--- config.mk ---
export PLATFORM = sky130hd
export DESIGN_NAME = fp32_addsub
export DESIGN_NICKNAME = d
export VERILOG_FILES = /design/src/rtl/fpa_pkg.sv /design/src/rtl/fpa_unpack.sv /design/src/rtl/fpa_align_add.sv /design/src/rtl/fpa_norm_round.sv /design/src/rtl/fp32_addsub.sv
export SDC_FILE = /design/constraint.sdc
export NUM_CORES = 1
export LEC_CHECK = 0
export CORE_MARGIN = 3
export CORE_UTILIZATION = 50
export CTS_BUF_LIST = sky130_fd_sc_hd__clkbuf_4
export CTS_CLUSTER_DIAMETER = 60
export DETAILED_ROUTE_END_ITERATION = 6
export PLACE_DENSITY_LB_ADDON = 0.15
export SLEW_MARGIN = 5
export SYNTH_ARGS = -nofsm -noshare
export SYNTH_HDL_FRONTEND = slang
export SYNTH_HIERARCHICAL = 1
export SYNTH_SLANG_ARGS = --single-unit
--- constraint.sdc ---
create_clock -name clk -period 7.7 [get_ports clk]
set_input_delay 0.77 -clock clk [delete_from_list [all_inputs] [get_ports clk]]
set_output_delay 0.77 -clock clk [all_outputs]
set_load 0.03 [all_outputs]
--- src/rtl/fpa_pkg.sv ---
package fpa_pkg;
  typedef enum logic [1:0] {
    CL_ZERO = 2'd0,
    CL_NORM = 2'd1,
    CL_INF  = 2'd2
  } opnd_class_e;
endpackage

--- src/rtl/fpa_unpack.sv ---
module fpa_unpack
  import fpa_pkg::*;
#(
  parameter int EXP_W  = 8,
  parameter int FRAC_W = 23
) (
  input  logic [EXP_W+FRAC_W:0] word,
  output logic                  sign,
  output logic [EXP_W-1:0]      expo,
  output logic [FRAC_W:0]       mant,
  output opnd_class_e           cls
);
  localparam logic [EXP_W-1:0] EXP_ONES = '1;

  logic [EXP_W-1:0]  e_fld;
  logic [FRAC_W-1:0] f_fld;

  assign sign  = word[EXP_W+FRAC_W];
  assign e_fld = word[EXP_W+FRAC_W-1:FRAC_W];
  assign f_fld = word[FRAC_W-1:0];

  always_comb begin
    if (e_fld == '0) begin
      cls  = CL_ZERO;
      expo = '0;
      mant = '0;
    end else if (e_fld == EXP_ONES) begin
      cls  = CL_INF;
      expo = e_fld;
      mant = {1'b1, f_fld};
    end else begin
      cls  = CL_NORM;
      expo = e_fld;
      mant = {1'b1, f_fld};
    end
  end
endmodule

--- src/rtl/fpa_align_add.sv ---
module fpa_align_add #(
  parameter int EXP_W  = 8,
  parameter int FRAC_W = 23
) (
  input  logic                 sign_a,
  input  logic [EXP_W-1:0]     exp_a,
  input  logic [FRAC_W:0]      mant_a,
  input  logic                 sign_b,
  input  logic [EXP_W-1:0]     exp_b,
  input  logic [FRAC_W:0]      mant_b,
  output logic [FRAC_W+4:0]    sum,
  output logic [EXP_W-1:0]     exp_big,
  output logic [EXP_W-1:0]     exp_small,
  output logic                 sign_res
);
  localparam int MANT_W = FRAC_W + 1;
  localparam int WIDE   = MANT_W + 3;
  localparam int SUM_W  = WIDE + 1;

  logic              a_big, eff_sub;
  logic [MANT_W-1:0] m_big, m_small;
  logic [EXP_W-1:0]  gap;
  logic [WIDE-1:0]   ext_big, ext_small, shifted, lost, aligned;
  logic              sticky;

  assign a_big     = {exp_a, mant_a} >= {exp_b, mant_b};
  assign exp_big   = a_big ? exp_a : exp_b;
  assign exp_small = a_big ? exp_b : exp_a;
  assign m_big     = a_big ? mant_a : mant_b;
  assign m_small   = a_big ? mant_b : mant_a;
  assign sign_res  = a_big ? sign_a : sign_b;
  assign eff_sub   = sign_a ^ sign_b;
  assign gap       = exp_big - exp_small;

  assign ext_big   = {m_big, 3'b000};
  assign ext_small = {m_small, 3'b000};

  // right shift of the smaller operand; every dropped bit folds into sticky
  always_comb begin
    if (int'(gap) >= WIDE) begin
      shifted = '0;
      lost    = ext_small;
    end else begin
      shifted = ext_small >> gap;
      lost    = ext_small << (WIDE - int'(gap));
    end
    sticky  = |lost;
    aligned = {shifted[WIDE-1:1], shifted[0] | sticky};
  end

  assign sum = eff_sub ? ({1'b0, ext_big} - {1'b0, aligned})
                       : ({1'b0, ext_big} + {1'b0, aligned});

  always_comb begin
    assert_align_order_R3: assert (exp_big >= exp_small)
      else $error("alignment picked the smaller exponent");
  end
endmodule

--- src/rtl/fpa_norm_round.sv ---
module fpa_norm_round #(
  parameter int EXP_W  = 8,
  parameter int FRAC_W = 23
) (
  input  logic [FRAC_W+4:0]     sum,
  input  logic [EXP_W-1:0]      expo,
  input  logic                  sign,
  input  logic                  inf_in,
  input  logic                  inf_sign,
  output logic [EXP_W+FRAC_W:0] word,
  output logic                  ovf,
  output logic                  unf
);
  localparam int MANT_W = FRAC_W + 1;
  localparam int WIDE   = MANT_W + 3;
  localparam int SUM_W  = WIDE + 1;
  localparam int EW2    = EXP_W + 2;
  localparam int LZ_W   = $clog2(WIDE + 1);
  localparam logic signed [EW2-1:0] EXP_TOP = EW2'((1 << EXP_W) - 1);

  function automatic logic [LZ_W-1:0] lead_zeros(input logic [WIDE-1:0] v);
    logic [LZ_W-1:0] n;
    n = LZ_W'(WIDE);
    for (int i = 0; i < WIDE; i++) begin
      if (v[i]) n = LZ_W'(WIDE - 1 - i);
    end
    return n;
  endfunction

  logic [LZ_W-1:0]       lz;
  logic [WIDE-1:0]       m;
  logic signed [EW2-1:0] e_norm, e_fin;
  logic [MANT_W-1:0]     keep;
  logic                  g, r, s, up;
  logic [MANT_W:0]       rnd;
  logic [FRAC_W-1:0]     frac;

  assign lz = lead_zeros(sum[WIDE-1:0]);

  // normalize: carry shifts right, cancellation shifts left
  always_comb begin
    if (sum[SUM_W-1]) begin
      m      = {sum[SUM_W-1:2], sum[1] | sum[0]};
      e_norm = $signed({2'b00, expo}) + EW2'(1);
    end else begin
      m      = sum[WIDE-1:0] << lz;
      e_norm = $signed({2'b00, expo}) - $signed(EW2'(lz));
    end
  end

  // round to nearest, ties to even
  assign keep = m[WIDE-1:3];
  assign g    = m[2];
  assign r    = m[1];
  assign s    = m[0];
  assign up   = g & (r | s | keep[0]);
  assign rnd  = {1'b0, keep} + (MANT_W+1)'(up);

  always_comb begin
    if (rnd[MANT_W]) begin
      e_fin = e_norm + EW2'(1);
      frac  = rnd[FRAC_W:1];
    end else begin
      e_fin = e_norm;
      frac  = rnd[FRAC_W-1:0];
    end
  end

  always_comb begin
    ovf = 1'b0;
    unf = 1'b0;
    if (inf_in) begin
      word = {inf_sign, {EXP_W{1'b1}}, {FRAC_W{1'b0}}};
    end else if (sum == '0) begin
      word = '0;
    end else if (e_norm <= 0) begin
      unf  = 1'b1;
      word = {sign, {(EXP_W+FRAC_W){1'b0}}};
    end else if (e_fin >= EXP_TOP) begin
      ovf  = 1'b1;
      word = {sign, {EXP_W{1'b1}}, {FRAC_W{1'b0}}};
    end else begin
      word = {sign, e_fin[EXP_W-1:0], frac};
    end
  end
endmodule

--- src/rtl/fp32_addsub.sv ---
module fp32_addsub
  import fpa_pkg::*;
#(
  parameter int EXP_W  = 8,
  parameter int FRAC_W = 23
) (
  input  logic                      clk,
  input  logic                      rst_n,
  input  logic                      in_valid,
  input  logic [EXP_W+FRAC_W:0]     op_a,
  input  logic [EXP_W+FRAC_W:0]     op_b,
  input  logic                      op_sub,
  output logic                      out_valid,
  output logic [EXP_W+FRAC_W:0]     result,
  output logic                      overflow,
  output logic                      underflow
);
  localparam int WORD_W = EXP_W + FRAC_W + 1;
  localparam int MANT_W = FRAC_W + 1;
  localparam int SUM_W  = MANT_W + 4;

  logic [WORD_W-1:0] opnd [2];
  logic              u_sign [2];
  logic [EXP_W-1:0]  u_exp  [2];
  logic [MANT_W-1:0] u_mant [2];
  opnd_class_e       u_cls  [2];

  assign opnd[0] = op_a;
  assign opnd[1] = {op_b[WORD_W-1] ^ op_sub, op_b[WORD_W-2:0]};

  for (genvar k = 0; k < 2; k++) begin : g_unpack
    fpa_unpack #(.EXP_W(EXP_W), .FRAC_W(FRAC_W)) u_unpack (
      .word (opnd[k]),
      .sign (u_sign[k]),
      .expo (u_exp[k]),
      .mant (u_mant[k]),
      .cls  (u_cls[k])
    );
  end

  logic [SUM_W-1:0] al_sum;
  logic [EXP_W-1:0] al_exp_big, al_exp_small;
  logic             al_sign;

  fpa_align_add #(.EXP_W(EXP_W), .FRAC_W(FRAC_W)) u_align_add (
    .sign_a    (u_sign[0]),
    .exp_a     (u_exp[0]),
    .mant_a    (u_mant[0]),
    .sign_b    (u_sign[1]),
    .exp_b     (u_exp[1]),
    .mant_b    (u_mant[1]),
    .sum       (al_sum),
    .exp_big   (al_exp_big),
    .exp_small (al_exp_small),
    .sign_res  (al_sign)
  );

  logic a_inf, b_inf, any_inf, inf_sgn;
  assign a_inf   = (u_cls[0] == CL_INF);
  assign b_inf   = (u_cls[1] == CL_INF);
  assign any_inf = a_inf | b_inf;
  assign inf_sgn = a_inf ? u_sign[0] : u_sign[1];

  // stage A: aligned sum
  logic             vld_a, inf_a, inf_sgn_a, sign_a_q;
  logic [SUM_W-1:0] sum_a;
  logic [EXP_W-1:0] exp_a_q;

  always_ff @(posedge clk or negedge rst_n) begin
    if (!rst_n) begin
      vld_a     <= 1'b0;
      inf_a     <= 1'b0;
      inf_sgn_a <= 1'b0;
      sign_a_q  <= 1'b0;
      sum_a     <= '0;
      exp_a_q   <= '0;
    end else begin
      vld_a     <= in_valid;
      inf_a     <= any_inf;
      inf_sgn_a <= inf_sgn;
      sign_a_q  <= al_sign;
      sum_a     <= al_sum;
      exp_a_q   <= al_exp_big;
    end
  end

  logic [WORD_W-1:0] nr_word;
  logic              nr_ovf, nr_unf;
  logic              sum_is_zero;
  assign sum_is_zero = (sum_a == '0) & ~inf_a;

  fpa_norm_round #(.EXP_W(EXP_W), .FRAC_W(FRAC_W)) u_norm_round (
    .sum      (sum_a),
    .expo     (exp_a_q),
    .sign     (sign_a_q),
    .inf_in   (inf_a),
    .inf_sign (inf_sgn_a),
    .word     (nr_word),
    .ovf      (nr_ovf),
    .unf      (nr_unf)
  );

  // stage B: packed result
  always_ff @(posedge clk or negedge rst_n) begin
    if (!rst_n) begin
      out_valid <= 1'b0;
      result    <= '0;
      overflow  <= 1'b0;
      underflow <= 1'b0;
    end else begin
      out_valid <= vld_a;
      result    <= nr_word;
      overflow  <= vld_a & nr_ovf;
      underflow <= vld_a & nr_unf;
    end
  end

  assert_latency_R11: assert property (@(posedge clk) disable iff (!rst_n)
    in_valid |=> ##1 out_valid)
    else $error("result valid did not follow input by two edges");

  assert_quiet_flags_R11: assert property (@(posedge clk) disable iff (!rst_n)
    !out_valid |-> (!overflow && !underflow))
    else $error("flag raised without a valid result");

  assert_ovf_inf_R7: assert property (@(posedge clk) disable iff (!rst_n)
    overflow |-> (result[WORD_W-2:0] == {{EXP_W{1'b1}}, {FRAC_W{1'b0}}}))
    else $error("overflow without infinity result");

  assert_unf_zero_R8: assert property (@(posedge clk) disable iff (!rst_n)
    underflow |-> (result[WORD_W-2:0] == '0))
    else $error("underflow without zero result");

  assert_flags_excl_R7: assert property (@(posedge clk) disable iff (!rst_n)
    !(overflow && underflow))
    else $error("both range flags raised");

  assert_exact_zero_R6: assert property (@(posedge clk) disable iff (!rst_n)
    (vld_a && sum_is_zero) |=> (result == '0 && !overflow && !underflow))
    else $error("exact zero sum not packed as +0");
endmodule

==> reports/metrics.csv <==
stage,metric,value,unit
detailed_routing,Pre-antenna DRT Iters,7,
clock_tree,Worst-Skew Late Latency,0.47,ns
timing,clk_skew,0.0303,ns
placed_design,Port Buf Inserts,102,
final_layout,final core utilization,0.704,
detailed_routing,remaining antenna violation count,0,
final_layout,Non-Filler Instances,2887,
detailed_routing,# DRC,8,
worst_setup_path,R2R Setup Slk,1.43,ns
grt,initial antenna violation count,2,
pwr,total power,4.61,mW
status,failing checks,"DRC, setup timing",
placed_design,hpwl dp,52700,um
timing,fin. max-slew vios,0,
timing,Fin Hold WS,0.412,ns
timing,min Tclk post-route,8.27,ns
final_layout,share of cells above drive strength 1,0.313,
grt,largest net degree at the start of global routing,78,
timing,Worst-Margin Slew,1.16,ns
worst_setup_path,worst reg2reg path depth,18,
timing,RSZ-0062 raised after global routing,true,
placed_design,DP Worst Slack,-1.58,ns
pwr,Lkg Pwr,8.92,nW
clock_tree,CTS tree,yes,
final_layout,Final Net Count,2660,
detailed_routing,via count,19300,
detailed_routing,DRT iter0 DRCs,2759,
final_layout,P&R area growth vs syn,37.9,%
worst_setup_path,CP Class,in -> reg,
synth,Post-Syn Nets,2218,
floorplanning,row count,62,
grt,global route total overflow,0,
detailed_routing,Routed wire per std cell,23.9,um
worst_setup_path,CP Capture Type,register,
synth,Netlist Area Pre-Place,14700,um2
worst_setup_path,Critical Path Max Stage Delay,0.52,ns
worst_setup_path,worst reg2reg path endpoint,result[24]$_DFF_PN0_,
clock_tree,clock slew at reported path FFs,0.17,ns
placed_design,placer congestion estimate,1.04,
timing,Max Fclk,0.121,GHz
clock_tree,Post-CTS Hold Buffers,0,
floorplanning,num ports,103,
job,Max-cap violations,0,
worst_hold_path,Worst Hold Class,in -> async,
grt,first-pass GRT wire length,102000,um
synth,Syn Area/Cell,7.17,um2
worst_setup_path,crit path launch type,input pin,
synth,warnings from Yosys,6,
timing,Fin Setup TNS,-3.06,ns
floorplanning,Initial Util,0.510,
pwr,PD cells,227,nW/um2
worst_setup_path,Crit path arrival time,8.65,ns
clock_tree,Clock H-tree levels,3,
worst_setup_path,Crit-path slowest cell,or4_1,
floorplanning,Die Area,31600,um2
timing,setup slack after layout,-0.569,ns
detailed_routing,Post-Route WL,68900,um
clock_tree,cts bufs inserted,9,
worst_setup_path,crit-path most repeated cell,a21oi_2,
floorplanning,die height,178,um
placed_design,placed cell area,19000,um2
clock_tree,CTS sink count,75,
status,run status,finished with violations,
timing,fin crit share,1.07,
timing,Fin. Hold Viols,0,
clock_tree,CTS Root Cell,clkbuf_4,
worst_setup_path,Worst R2R Start,sum_a[26]$_DFF_PN0_,
timing,Finish-stage setup viols,9,
worst_setup_path,"Req. time, crit path",8.08,ns
synth,post-synthesis cell count,2055,
grt,vias in the first global route,17900,
pwr,worst vdd ir,0.000134,V
floorplanning,Die X-Extent,178,um
timing,Rel. slew slack,0.219,
worst_setup_path,Worst Path Max Fanout,8,
placed_design,dpl cells,2810,
floorplanning,core area,28900,um2
detailed_routing,DR vias/cell,6.67,
clock_tree,CTS Buffer Depth,2,
final_layout,Final Instance Area,20300,um2
grt,GRT Total Usage,0.413,
timing repair:
item	4_1_cts	5_1_grt
pin swaps	69	77
setup buffers	44	21
setup endpoints to repair	17	17
gates resized for setup	141	90
cloned	1	1
worst max path at each step:
stage / start / end / depth (start not counted) / slack (ns)
CTS: op_a[30] / sum_a[26]$_DFF_PN0_ / 41 / -0.49
detailed placement: op_a[26] / sum_a[25]$_DFF_PN0_ / 43 / -1.58
global route: op_b[30] / sum_a[25]$_DFF_PN0_ / 42 / -0.96
global placement: op_a[26] / sum_a[25]$_DFF_PN0_ / 43 / -1.27
floorplan: op_b[26] / sum_a[25]$_DFF_PN0_ / 51 / -1.45
finish: op_b[30] / sum_a[25]$_DFF_PN0_ / 42 / -0.57
state kept, by name, indices dropped and copies added, names as in the netlist:
name,cells
exp_a_q,8
inf_a,1
inf_sgn_a,1
out_valid,1
overflow,1
result,32
sign_a_q,1
sum_a,28
underflow,1
vld_a,1
critical path: cells and delay by family:
| family | cells | cell delay, ns |
|---|---|---|
| compound gates | 20 | 3.57 |
| simple gates | 12 | 2.79 |
| fa+ha+maj | 4 | 0.80 |
| buf+inv | 6 | 0.69 |
layout by cell type, fill, tap and decap left out, types with 27 or more instances in the layout:
cell type / instances
a211oi_1: 27
a21o_1: 27
a21oi_1: 119
a31oi_1: 34
and2_4: 42
buf_4: 446
buf_6: 28
clkdlybuf4s50_1: 85
dfrtp_1: 75
ha_1: 71
inv_1: 110
mux2i_1: 62
nand2_1: 204
nand3_1: 85
nand4_1: 36
nor2_1: 148
nor3_1: 56
o211ai_1: 32
o21ai_0: 132
xnor2_1: 34
power by group:
| group | switching (mW) | internal [mW] | leakage, nW | total, mW |
|---|---|---|---|---|
| Sequential | 0.175 | 0.531 | 0.898 | 0.706 |
| Clock | 0.186 | 0.0747 | 0.0718 | 0.261 |
| Combinational | 2.20 | 1.45 | 7.95 | 3.65 |
| Total | 2.56 | 2.05 | 8.92 | 4.61 |
layer usage:
metal	GRT usage	wire length (um)
met1	0.554	27200
met2	0.650	30400
met3	0.0922	8190
met4	0.149	3010
met5	0	13
area by class of cell:
type | count | area, um2
well taps | 384 | 480
clock inverters | 7 | 70.1
diodes | 1 | 2.50
flip-flops and latches | 75 | 1880
multi-input cells | 1704 | 12500
fillers | 2342 | 8550
clock buffers | 9 | 67.6
inverters | 126 | 489
repair buffers | 581 | 4810
Power figures use the tool's default switching activity.
